==> config.mk <==
export PLATFORM = sky130hd
export DESIGN_NAME = probe_route_ctl
export DESIGN_NICKNAME = d
export VERILOG_FILES = /design/src/rtl/probe_pkg.sv /design/src/rtl/probe_arb.sv /design/src/rtl/probe_route_sel.sv /design/src/rtl/probe_route_ctl.sv
export SDC_FILE = /design/constraint.sdc
export NUM_CORES = 1
export LEC_CHECK = 0
export BUFFER_PORTS_ARGS = -buffer_cell sky130_fd_sc_hd__buf_2
export CAP_MARGIN = 5
export CORE_MARGIN = 2
export CORE_UTILIZATION = 35
export DETAILED_ROUTE_END_ITERATION = 16
export HOLD_SLACK_MARGIN = 0.12
export SYNTH_ARGS = -nofsm -noshare
export SYNTH_HDL_FRONTEND = slang
export SYNTH_SLANG_ARGS = --single-unit
==> constraint.sdc <==
create_clock -name clk -period 13 [get_ports clk]
set_input_delay 0.65 -clock clk [delete_from_list [all_inputs] [get_ports clk]]
set_output_delay 0.65 -clock clk [all_outputs]
set_load 0.01 [all_outputs]
==> src/rtl/probe_pkg.sv <==
package probe_pkg;
  localparam int NDIM   = 2;
  localparam int OFS_W  = 5;
  localparam int MIS_W  = 2;
  localparam int NDIR   = 2 * NDIM;
  localparam int NPORT  = NDIR + 1;
  localparam int LOCAL  = NDIR;
  localparam int PORT_W = $clog2(NPORT);
  localparam int DIR_W  = $clog2(NDIR);

  typedef struct packed {
    logic                       hdr;
    logic                       bk;
    logic                       force_rel;
    logic [MIS_W-1:0]           mis;
    logic [NDIM-1:0][OFS_W-1:0] off;
  } flit_t;

  localparam int FLIT_W = $bits(flit_t);

  // outputs whose hop shrinks an offset: even = plus side, odd = minus side
  function automatic logic [NDIR-1:0] gain_mask(flit_t f);
    logic [NDIR-1:0] m;
    m = '0;
    for (int d = 0; d < NDIM; d++) begin
      if ($signed(f.off[d]) > 0)      m[2*d]   = 1'b1;
      else if ($signed(f.off[d]) < 0) m[2*d+1] = 1'b1;
    end
    return m;
  endfunction

  // move across one hop on output o; undo=1 reverses the move
  function automatic flit_t hop(flit_t f, logic [DIR_W-1:0] o, logic undo);
    flit_t r;
    int    d;
    r = f;
    d = int'(o) >> 1;
    if (o[0] == undo) r.off[d] = f.off[d] - 1'b1;
    else              r.off[d] = f.off[d] + 1'b1;
    return r;
  endfunction

  function automatic logic at_dest(flit_t f);
    logic z;
    z = 1'b1;
    for (int d = 0; d < NDIM; d++) if (f.off[d] != '0) z = 1'b0;
    return z;
  endfunction

  function automatic logic [DIR_W-1:0] lowest(logic [NDIR-1:0] m);
    logic [DIR_W-1:0] r;
    r = '0;
    for (int i = NDIR - 1; i >= 0; i--) if (m[i]) r = DIR_W'(i);
    return r;
  endfunction
endpackage

==> src/rtl/probe_arb.sv <==
module probe_arb #(
  parameter int N = 5
) (
  input  logic [N-1:0]         req,
  output logic [N-1:0]         gnt,
  output logic [$clog2(N)-1:0] idx,
  output logic                 any
);
  logic [N:0] seen;
  assign seen[0] = 1'b0;
  for (genvar i = 0; i < N; i++) begin : g_pri
    assign gnt[i]    = req[i] & ~seen[i];
    assign seen[i+1] = seen[i] | req[i];
  end
  assign any = seen[N];

  always_comb begin
    idx = '0;
    for (int i = N - 1; i >= 0; i--) if (req[i]) idx = ($clog2(N))'(i);
  end
endmodule

==> src/rtl/probe_route_sel.sv <==
module probe_route_sel
  import probe_pkg::*;
#(
  parameter int MAX_MIS = 2
) (
  input  flit_t            f,
  input  logic [NDIR-1:0]  avail,
  output logic             found,
  output logic [DIR_W-1:0] dir,
  output logic             detour,
  output flit_t            fout
);
  logic [NDIR-1:0] gain, cand_g, cand_d;
  logic            may_detour;

  assign gain       = gain_mask(f);
  assign cand_g     = avail & gain;
  assign cand_d     = avail & ~gain;
  assign may_detour = (int'(f.mis) < MAX_MIS);

  always_comb begin
    found  = 1'b0;
    detour = 1'b0;
    dir    = '0;
    if (cand_g != '0) begin
      found = 1'b1;
      dir   = lowest(cand_g);
    end else if (may_detour && cand_d != '0) begin
      found  = 1'b1;
      detour = 1'b1;
      dir    = lowest(cand_d);
    end
    fout    = hop(f, dir, 1'b0);
    fout.bk = 1'b0;
    if (detour) fout.mis = f.mis + 1'b1;
  end
endmodule

==> src/rtl/probe_route_ctl.sv <==
module probe_route_ctl
  import probe_pkg::*;
#(
  parameter int MAX_MIS = 2
) (
  input  logic                          clk,
  input  logic                          rst_n,
  input  logic [NPORT-1:0]              in_vld,
  input  logic [NPORT-1:0][FLIT_W-1:0]  in_flit,
  output logic [NPORT-1:0]              probe_gnt,
  input  logic [NDIR-1:0]               phys_busy,
  output logic [NPORT-1:0]              out_vld,
  output logic [FLIT_W-1:0]             out_flit,
  input  logic [NDIR-1:0]               ack_in,
  output logic [NPORT-1:0]              ack_out,
  input  logic [NPORT-1:0]              tear_in,
  output logic [NDIR-1:0]               tear_out,
  output logic [NDIR-1:0]               chan_busy,
  output logic [NDIR-1:0]               ack_ret
);
  // channel and mapping state
  logic [NDIR-1:0]              busy_q, busy_n, ackr_q, ackr_n;
  logic [NPORT-1:0]             fvld_q, fvld_n;
  logic [NPORT-1:0][DIR_W-1:0]  fmap_q, fmap_n;
  logic [NDIR-1:0]              rvld_q, rvld_n;
  logic [NDIR-1:0][PORT_W-1:0]  rmap_q, rmap_n;
  logic [NPORT-1:0][NDIR-1:0]   hist_q, hist_n;
  logic [NPORT-1:0]             ovld_q, ovld_n, aout_q, aout_n;
  logic [FLIT_W-1:0]            oflit_q, oflit_n;
  logic [NDIR-1:0]              tout_q, tout_n;

  // named events
  logic [NPORT-1:0]  req, arb_gnt;
  logic [PORT_W-1:0] sel, anchor;
  logic              any, bk_ok, deliver, act, stall_ev;
  logic [DIR_W-1:0]  back_dir, dir;
  logic              found, detour;
  flit_t             f_in, f_rest, f_out, f_back;
  logic [NDIR-1:0]   avail, back_excl;

  for (genvar p = 0; p < NPORT; p++) begin : g_req
    assign req[p] = in_vld[p] & in_flit[p][FLIT_W-1];
  end

  probe_arb #(.N(NPORT)) u_arb (
    .req (req),
    .gnt (arb_gnt),
    .idx (sel),
    .any (any)
  );

  assign f_in     = flit_t'(in_flit[sel]);
  assign back_dir = sel[DIR_W-1:0];
  assign bk_ok    = any && f_in.bk && (int'(sel) < LOCAL) && rvld_q[back_dir];
  assign anchor   = bk_ok ? rmap_q[back_dir] : sel;
  assign deliver  = any && !f_in.bk && at_dest(f_in);
  assign act      = (any && !f_in.bk) || bk_ok;

  // restore the view this router had before the hop that is being retreated
  always_comb begin
    f_rest = f_in;
    if (bk_ok) begin
      f_rest    = hop(f_in, back_dir, 1'b1);
      f_rest.bk = 1'b0;
      if (!gain_mask(f_rest)[back_dir]) f_rest.mis = f_in.mis - 1'b1;
    end
    f_back    = f_rest;
    f_back.bk = 1'b1;
  end

  always_comb begin
    back_excl = '0;
    if (int'(anchor) < LOCAL) back_excl[anchor[DIR_W-1:0]] = 1'b1;
  end

  assign avail = ~busy_q & ~phys_busy & ~hist_q[anchor] & ~back_excl;

  probe_route_sel #(.MAX_MIS(MAX_MIS)) u_sel (
    .f      (f_rest),
    .avail  (avail),
    .found  (found),
    .dir    (dir),
    .detour (detour),
    .fout   (f_out)
  );

  assign stall_ev  = act && !deliver && !found && f_rest.force_rel;
  assign probe_gnt = arb_gnt & {NPORT{~stall_ev}};

  always_comb begin
    busy_n  = busy_q;
    ackr_n  = ackr_q;
    fvld_n  = fvld_q;
    fmap_n  = fmap_q;
    rvld_n  = rvld_q;
    rmap_n  = rmap_q;
    hist_n  = hist_q;
    ovld_n  = '0;
    oflit_n = '0;
    aout_n  = '0;
    tout_n  = '0;

    // acknowledgments climb the reverse mapping
    for (int o = 0; o < NDIR; o++) begin
      if (ack_in[o] && busy_q[o] && rvld_q[o]) begin
        ackr_n[o]         = 1'b1;
        aout_n[rmap_q[o]] = 1'b1;
      end
    end

    // the one probe serviced this cycle
    if (any && !stall_ev) begin
      if (deliver) begin
        ovld_n[LOCAL] = 1'b1;
        oflit_n       = f_in;
        aout_n[sel]   = 1'b1;
      end else if (act) begin
        if (bk_ok) begin
          busy_n[back_dir] = 1'b0;
          ackr_n[back_dir] = 1'b0;
          rvld_n[back_dir] = 1'b0;
          fvld_n[anchor]   = 1'b0;
        end
        if (found) begin
          busy_n[dir]         = 1'b1;
          fvld_n[anchor]      = 1'b1;
          fmap_n[anchor]      = dir;
          rvld_n[dir]         = 1'b1;
          rmap_n[dir]         = anchor;
          hist_n[anchor][dir] = 1'b1;
          ovld_n[dir]         = 1'b1;
          oflit_n             = f_out;
        end else begin
          ovld_n[anchor] = 1'b1;
          oflit_n        = f_back;
          hist_n[anchor] = '0;
        end
      end
    end

    // teardowns walk the forward mapping and take precedence
    for (int i = 0; i < NPORT; i++) begin
      if (tear_in[i]) begin
        hist_n[i] = '0;
        if (fvld_q[i]) begin
          busy_n[fmap_q[i]] = 1'b0;
          ackr_n[fmap_q[i]] = 1'b0;
          rvld_n[fmap_q[i]] = 1'b0;
          tout_n[fmap_q[i]] = 1'b1;
          fvld_n[i]         = 1'b0;
        end
      end
    end
  end

  always_ff @(posedge clk or negedge rst_n) begin
    if (!rst_n) begin
      busy_q  <= '0;
      ackr_q  <= '0;
      fvld_q  <= '0;
      fmap_q  <= '0;
      rvld_q  <= '0;
      rmap_q  <= '0;
      hist_q  <= '0;
      ovld_q  <= '0;
      oflit_q <= '0;
      aout_q  <= '0;
      tout_q  <= '0;
    end else begin
      busy_q  <= busy_n;
      ackr_q  <= ackr_n;
      fvld_q  <= fvld_n;
      fmap_q  <= fmap_n;
      rvld_q  <= rvld_n;
      rmap_q  <= rmap_n;
      hist_q  <= hist_n;
      ovld_q  <= ovld_n;
      oflit_q <= oflit_n;
      aout_q  <= aout_n;
      tout_q  <= tout_n;
    end
  end

  assign out_vld   = ovld_q;
  assign out_flit  = oflit_q;
  assign ack_out   = aout_q;
  assign tear_out  = tout_q;
  assign chan_busy = busy_q;
  assign ack_ret   = ackr_q;
endmodule

## Word-level counts from Yosys, hierarchy flattened

Index checks and enable logic that the tools add are counted.

| operators by class | value |
|---|---|
| $add $sub $neg | 6 |
| $mul | 0 |
| div/mod/pow operators | 0 |
| $lt $le $gt $ge | 44 |
| equality and inequality tests | 5 |
| shift-type cells | 0 |
| mux-type cells | 212 |
| bitwise gates (word level) | 70 |
| reductions and logical operators | 60 |

Operator list:

| operator | count |
|---|---|
| 4-bit two-way mux | 70 |
| 5-bit two-way mux | 23 |
| 4-bit bitwise AND | 23 |
| 20-bit two-way mux | 4 |
| 15-bit two-way mux | 4 |
| 1-bit two-way mux | 53 |
| 10-bit bitwise mux | 5 |
| 15-bit binary-select mux with 3-bit select | 1 |
| 4-bit inverter | 11 |
| 1-bit logical AND | 35 |
| 10-bit two-way mux | 3 |
| 2-bit two-way mux | 13 |
| 5-bit bitwise OR | 5 |
| 4-bit demux with 3-bit select | 2 |
| 2-bit by 3-bit less-than comparator with 1-bit output (second input constant) | 8 |
| 3-bit by 4-bit less-than comparator with 1-bit output (second input constant) | 6 |
| 3-bit two-way mux | 8 |
| 4-bit bitwise OR | 6 |
| 20-bit bitwise AND | 1 |
| 5-bit by 1-bit > comparator with 1-bit output (second input constant) | 4 |
| 5-bit by 1-bit less-than comparator with 1-bit output (second input constant) | 4 |
| 20-bit inverter | 1 |
| 20-bit bitwise OR | 1 |
| 2-bit nonzero test | 10 |
| other kinds (34) | 96 |

| storage, ports and cells | value |
|---|---|
| bits in registers | 88 |
| bits in latches | 0 |
| RAM bits | 0 |
| memory bits (read-only) | 0 |
| input bits | 95 |
| output and inout bits | 42 |
| word-level logic and storage cells | 419 |
| memories | 0 |

## Longest topological paths before layout

| depth | value |
|---|---|
| word-level depth | 57 |
| depth in mapped cells | 26 |
| gate-level depth less buffers | 24 |

## Modules after synthesis

Synthesis repeated with hierarchy kept, for this count alone.

| second synthesis, totals | value |
|---|---|
| cells, all modules | 668 |
| area total of the unflattened synthesis | 5952.0 um2 |

By module, submodules not included:

| module | instances | cells an instance | area each (um2) | sequential area each (um2) |
|---|---|---|---|---|
| probe_route_ctl | 1 | 570 | 5275.1 | 2102.0 |
| probe_route_sel | 1 | 85 | 604.3 | 0.0 |
| probe_arb | 1 | 13 | 72.6 | 0.0 |

## Least setup slack after synthesis

OpenSTA, ideal clock, no wires.

| timing path | value |
|---|---|
| path kind | input port to flip-flop |
| start point | input port in_flit[29] in the netlist's numbering |
| end point | register oflit_q[4], in the netlist out_flit[4] |
| library setup time | 0.077 ns |
| arrival | 5.487 ns |
| required time | 12.923 ns |
| slack | 7.435 ns |
| stages | 24 |
| buffers on the path | 2 |
| cell sequence | a22oi_1 clkbuf_1 nand3_1 o22ai_1 nor2_1 nor2_1 inv_1 ha_1 inv_1 o21ai_0 xnor2_1 o31ai_1 inv_1 o311ai_1 nand2_1 o41ai_4 buf_6 mux2_2 inv_1 ha_1 or3b_2 mux2i_1 nand3_1 a21oi_1 |

| between the ends | value |
|---|---|
| cells in the longest elaborated chain, start to end | 33 |
| elaborated cells between the ends (all ways) | 123 |
| those cells by class | add/sub (5); order compare (17); mux (67); bitwise (12); reduce/logical (22) |

RTL lines:

| item | line | text |
|---|---|---|
| from (decl) | probe_route_ctl.sv:9 | `input logic [NPORT-1:0][FLIT_W-1:0] in_flit,` |
| 1-bit bitwise AND * | probe_route_ctl.sv:42 | `assign req[p] = in_vld[p] & in_flit[p][FLIT_W-1];` |
| branches (longest 31 deep; another with 5-bit by 1-bit adder with 5-bit output) | n/a |  |
| 15-bit two-way mux * | probe_route_ctl.sv:112 | `if (any && !stall_ev) begin` |
| via oflit_n[4] | probe_route_ctl.sv:29 | `logic [FLIT_W-1:0] oflit_q, oflit_n;` |
| to (signal assigned) | probe_route_ctl.sv:178 | `oflit_q <= oflit_n;` |
| to (decl) | probe_route_ctl.sv:29 |  |

Mark *: on every way through the listed nets, which the timed path passes. The select of a mux whose other input is x is not followed.
A chain may end at the register's enable or synchronous reset.

## Final worst setup path

| timing path | value |
|---|---|
| start point | input port in_vld[1] |
| end point | register oflit_q[4], in the netlist out_flit[4] |

| between the ends | value |
|---|---|
| cells in the longest elaborated chain, start to end | 33 |
| elaborated cells between the ends (all ways) | 123 |
| those cells by class | add/sub (5); order compare (17); mux (67); bitwise (12); reduce/logical (22) |

RTL lines:

| item | line | text |
|---|---|---|
| from (decl) | probe_route_ctl.sv:8 | `input logic [NPORT-1:0] in_vld,` |
| 1-bit bitwise AND * | probe_route_ctl.sv:42 |  |
| branches (longest 31 deep; another with 5-bit by 1-bit adder with 5-bit output) | n/a |  |
| 15-bit two-way mux * | probe_route_ctl.sv:112 |  |
| via oflit_n[4] | probe_route_ctl.sv:29 |  |

Marked as above.

==> qor.yml <==
finish:
  final_cells: 1066
  fillCellCount: 1770
  area_delta_synth_final_pct: 21.1
  postLayoutCoreUtil: 0.429
  n_antenna_cell: 0
  drive_gt1_frac: 0.272
  fin_nets: 935
  fin_area_um2: 7340
placed_design:
  place.port_buffers: 136
  hpwl_mm: 17.4
  pre_cts_slack_ns: 5.81
  dp_cells: 1050
  placed_area_um2: 7010
  place_congestion: 0.916
clock_tree:
  clockRootBuffer: "clkbuf_16"
  cts_tree: "done"
  h-tree-depth: 3
  cts_buffers: 9
  cts.sinks: 84
  clockBufferDepth: 2
  postCtsSetupRepairBufs: 0
  post_cts_resized: 0
  clk_latency_ns: 0.36
  ctsHoldBuffers: 0
  clkTransAtPathRegs_ns: 0.07
floorplanning:
  top_level_ports: 137
  dieArea_um2: 18400
  chipHeight_um: 136
  fp.coreArea_um2: 17100
  num_rows: 48
  initial_utilization: 0.354
  die_x_um: 136
logic_synthesis:
  syn_area_per_cell_um2: 8.65
  synth_adder_area_share: 0.00826
  yosys_warnings: 0
  muxShareOfSynthArea: 0.0810
  ys_seq_area_frac: 0.347
  synth_compound_area_frac: 0.277
  synth-xor-area-share: 0.0145
  synth_cell_types: 94
  yosys.area_share.simple: 0.238
  synthArstFlopShare: 1.00
  synth_nets: 799
  synthFlopType: "dfrtp_1"
  synth-edff-count: 0
  synth_top_family_by_area: "compound AO/OA/AOI/OAI gates"
  ys_ff_latch: 84
  syn-cell-area_um2: 6060
  synth_cells: 700
timing:
  worst_slack_ns: 6.06
  hold_viol: 0
  rsz0062_at_grt: "no"
  clock-skew-final_ns: 0.00746
  clock.fmax_mhz: 144
  fin_crit_ns: 6.94
  setup_viol: 0
  maxSlewHeadroom: 0.297
  period_share: 0.534
  worst_pin_slew_ns: 1.05
  fin_tns_setup_ns: 0
  report.final.slew_viol_count: 0
setup_path:
  crit_arrival_ns: 7.23
  setup.worst_path.end_class: "register"
  startpoint_type: "input pin"
  worstPathMaxFanout: 21
  worst-setup-path-type: "input pin to register"
  required_ns: 13.29
  rr_worst_depth: 19
global_route:
  grt_max_degree: 73
  grt_pass1_vias: 5958
  grt_pass1_wl_mm: 34.3
  grt_overflow: 0
  antenna_found_initial: 0
  grt_use_total: 0.246
route:
  finalWirelength_mm: 22.5
  drt_iter0_markers: 698
  first_pass_iters: 5
  num_vias: 6311
  drc_errors: 0
  via_per_inst: 5.92
  ant_nets: 0
  wl_per_cell_um: 21.1
power_and_ir_drop:
  cellLeakagePower_nw: 3.41
  p_per_area_nw_per_um2: 177
  peakVddDrop_mv: 0.0795
hold_path:
  worstHoldPathType: "input pin to asynchronous set/reset pin"
flow_run:
  maxCapViolations: 0
status:
  status: "finished clean"
## stage by stage
| step | power (mW) | hold WS (ns) |
|---|---|---|
| 4_1_cts | 1.30 | 0.134 |
| 5_1_grt | 1.38 | 0.147 |
| 6_report | 1.30 | 0.131 |
| 2_1_floorplan | 0.802 | 0.354 |
| 3_3_place_gp | 1.00 | 0.472 |
| 3_5_place_dp | 1.00 | 0.481 |
## critical path, cell delays in order
cell,delay [ns]
buf_2,0.14
a22oi_1,0.76
nand3_1,0.80
o22ai_1,0.62
nor2_1,0.10
nor2_1,0.16
ha_1,0.20
nand3_1,0.11
o21ai_0,0.21
xnor2_1,0.22
o31ai_1,0.27
inv_1,0.09
o311ai_1,0.48
nand2_1,0.25
o41ai_4,0.37
buf_4,0.31
mux2_2,0.38
inv_1,0.06
ha_1,0.16
or3b_2,0.44
mux2i_1,0.18
nand3_1,0.10
a21oi_1,0.17
## registers in the layout, summed over array words and instances (netlist names)
signal,cells
ack_ret,4
fvld_q,5
rvld_q,4
out_vld,5
fmap_q,10
chan_busy,4
hist_q,16
ack_out,5
out_flit,15
rmap_q,12
tear_out,4
## power breakdown
part	internal [mW]	total (mW)	switching (mW)	leakage (nW)
logic	0.227	0.586	0.359	2.14
registers	0.344	0.422	0.0782	1.10
clock network	0.176	0.293	0.117	0.165
total	0.746	1.30	0.554	3.41
## kinds of logic (layout without fill, tap and decap cells)
kind of cell | count (synthesis) | after routing
flops | 84 | 84
simple gates | 282 | 282
mux | 46 | 46
compound gates | 226 | 226
xor+xnor | 10 | 10
buf+inv | 48 | 189
fa+ha+maj | 4 | 4
## cell type report
class,instances,area (µm²),share of cell area
Multi-Input combinational cell,568,3750,0.511
Sequential cell,84,2100,0.286
Timing Repair Buffer,150,788,0.107
Tap cell,225,282,0.0384
Clock buffer,10,239,0.0326
Clock inverter,6,93.8,0.0128
Inverter,23,86.3,0.0118
## cell usage after synthesis (3+ instances only)
library cell / number / share of area
and3_1: 6 / 0.0062
mux2_2: 16 / 0.030
o21ai_0: 32 / 0.026
a31oi_1: 16 / 0.017
o31ai_1: 6 / 0.0074
nand2b_1: 9 / 0.0093
a21o_1: 7 / 0.0087
a21oi_1: 47 / 0.039
nand3_1: 38 / 0.031
ha_1: 4 / 0.0083
dfrtp_1: 84 / 0.35
o221a_2: 3 / 0.0056
or2_2: 9 / 0.0093
o32ai_1: 3 / 0.0043
o21ai_1: 3 / 0.0025
a21boi_0: 5 / 0.0062
a211oi_1: 5 / 0.0062
o21a_1: 8 / 0.0099
xor2_1: 4 / 0.0058
a22oi_1: 5 / 0.0062
mux2i_1: 28 / 0.046
nor2b_1: 5 / 0.0052
o211ai_1: 10 / 0.012
nand2_1: 66 / 0.041
o22ai_1: 11 / 0.011
a211o_1: 4 / 0.0058
nor2_1: 74 / 0.046
nand3b_1: 3 / 0.0037
a221oi_1: 3 / 0.0043
a221o_1: 6 / 0.0099
and2_1: 12 / 0.012
nor2_2: 3 / 0.0031
nor3b_1: 5 / 0.0062
a31o_2: 3 / 0.0043
nor3_1: 16 / 0.013
nor4_1: 5 / 0.0052
clkbuf_1: 14 / 0.0087
buf_2: 5 / 0.0041
xnor2_1: 6 / 0.0087
nand4_1: 9 / 0.0093
a22o_1: 5 / 0.0072
inv_1: 23 / 0.014
o211a_1: 4 / 0.0066
o221ai_1: 4 / 0.0058
## metal layers
layer  GRT usage  up-vias  share of wire
met5           0        -              0
met2       0.394      285           0.46
li1            -     2920              -
met3      0.0378       50          0.075
met1       0.328     3056           0.43
met4       0.112        0          0.034
## worst paths after layout
| check | from | end | slack [ns] |
|---|---|---|---|
| worst max register to register | rvld_q[2]$_DFF_PN0_ | out_flit[4]$_DFF_PN0_ | 7.67 |
| min in group clk | hist_q[4]$_DFFE_PN0P_ | hist_q[4]$_DFFE_PN0P_ | 0.49 |
| worst max-delay path | in_vld[1] | out_flit[4]$_DFF_PN0_ | 6.06 |
| worst min-delay path | rst_n | out_flit[0]$_DFF_PN0_ | 0.13 |
| max in group asynchronous | rst_n | ack_out[1]$_DFF_PN0_ | 11.70 |
| worst min register to register | hist_q[4]$_DFFE_PN0P_ | hist_q[4]$_DFFE_PN0P_ | 0.49 |
## cells in the final DEF, fill, tap and decap left out, drive strengths merged, types with 13 or more instances in the layout
cell type / n
mux2i: 28
inv: 26
and2: 13
a31oi: 16
nor3: 17
a21oi: 48
nor2: 77
mux2: 18
buf: 150
o21ai: 35
nand2: 69
nand3: 38
dfrtp: 84
Note: power is estimated with default switching activity, not from simulation.
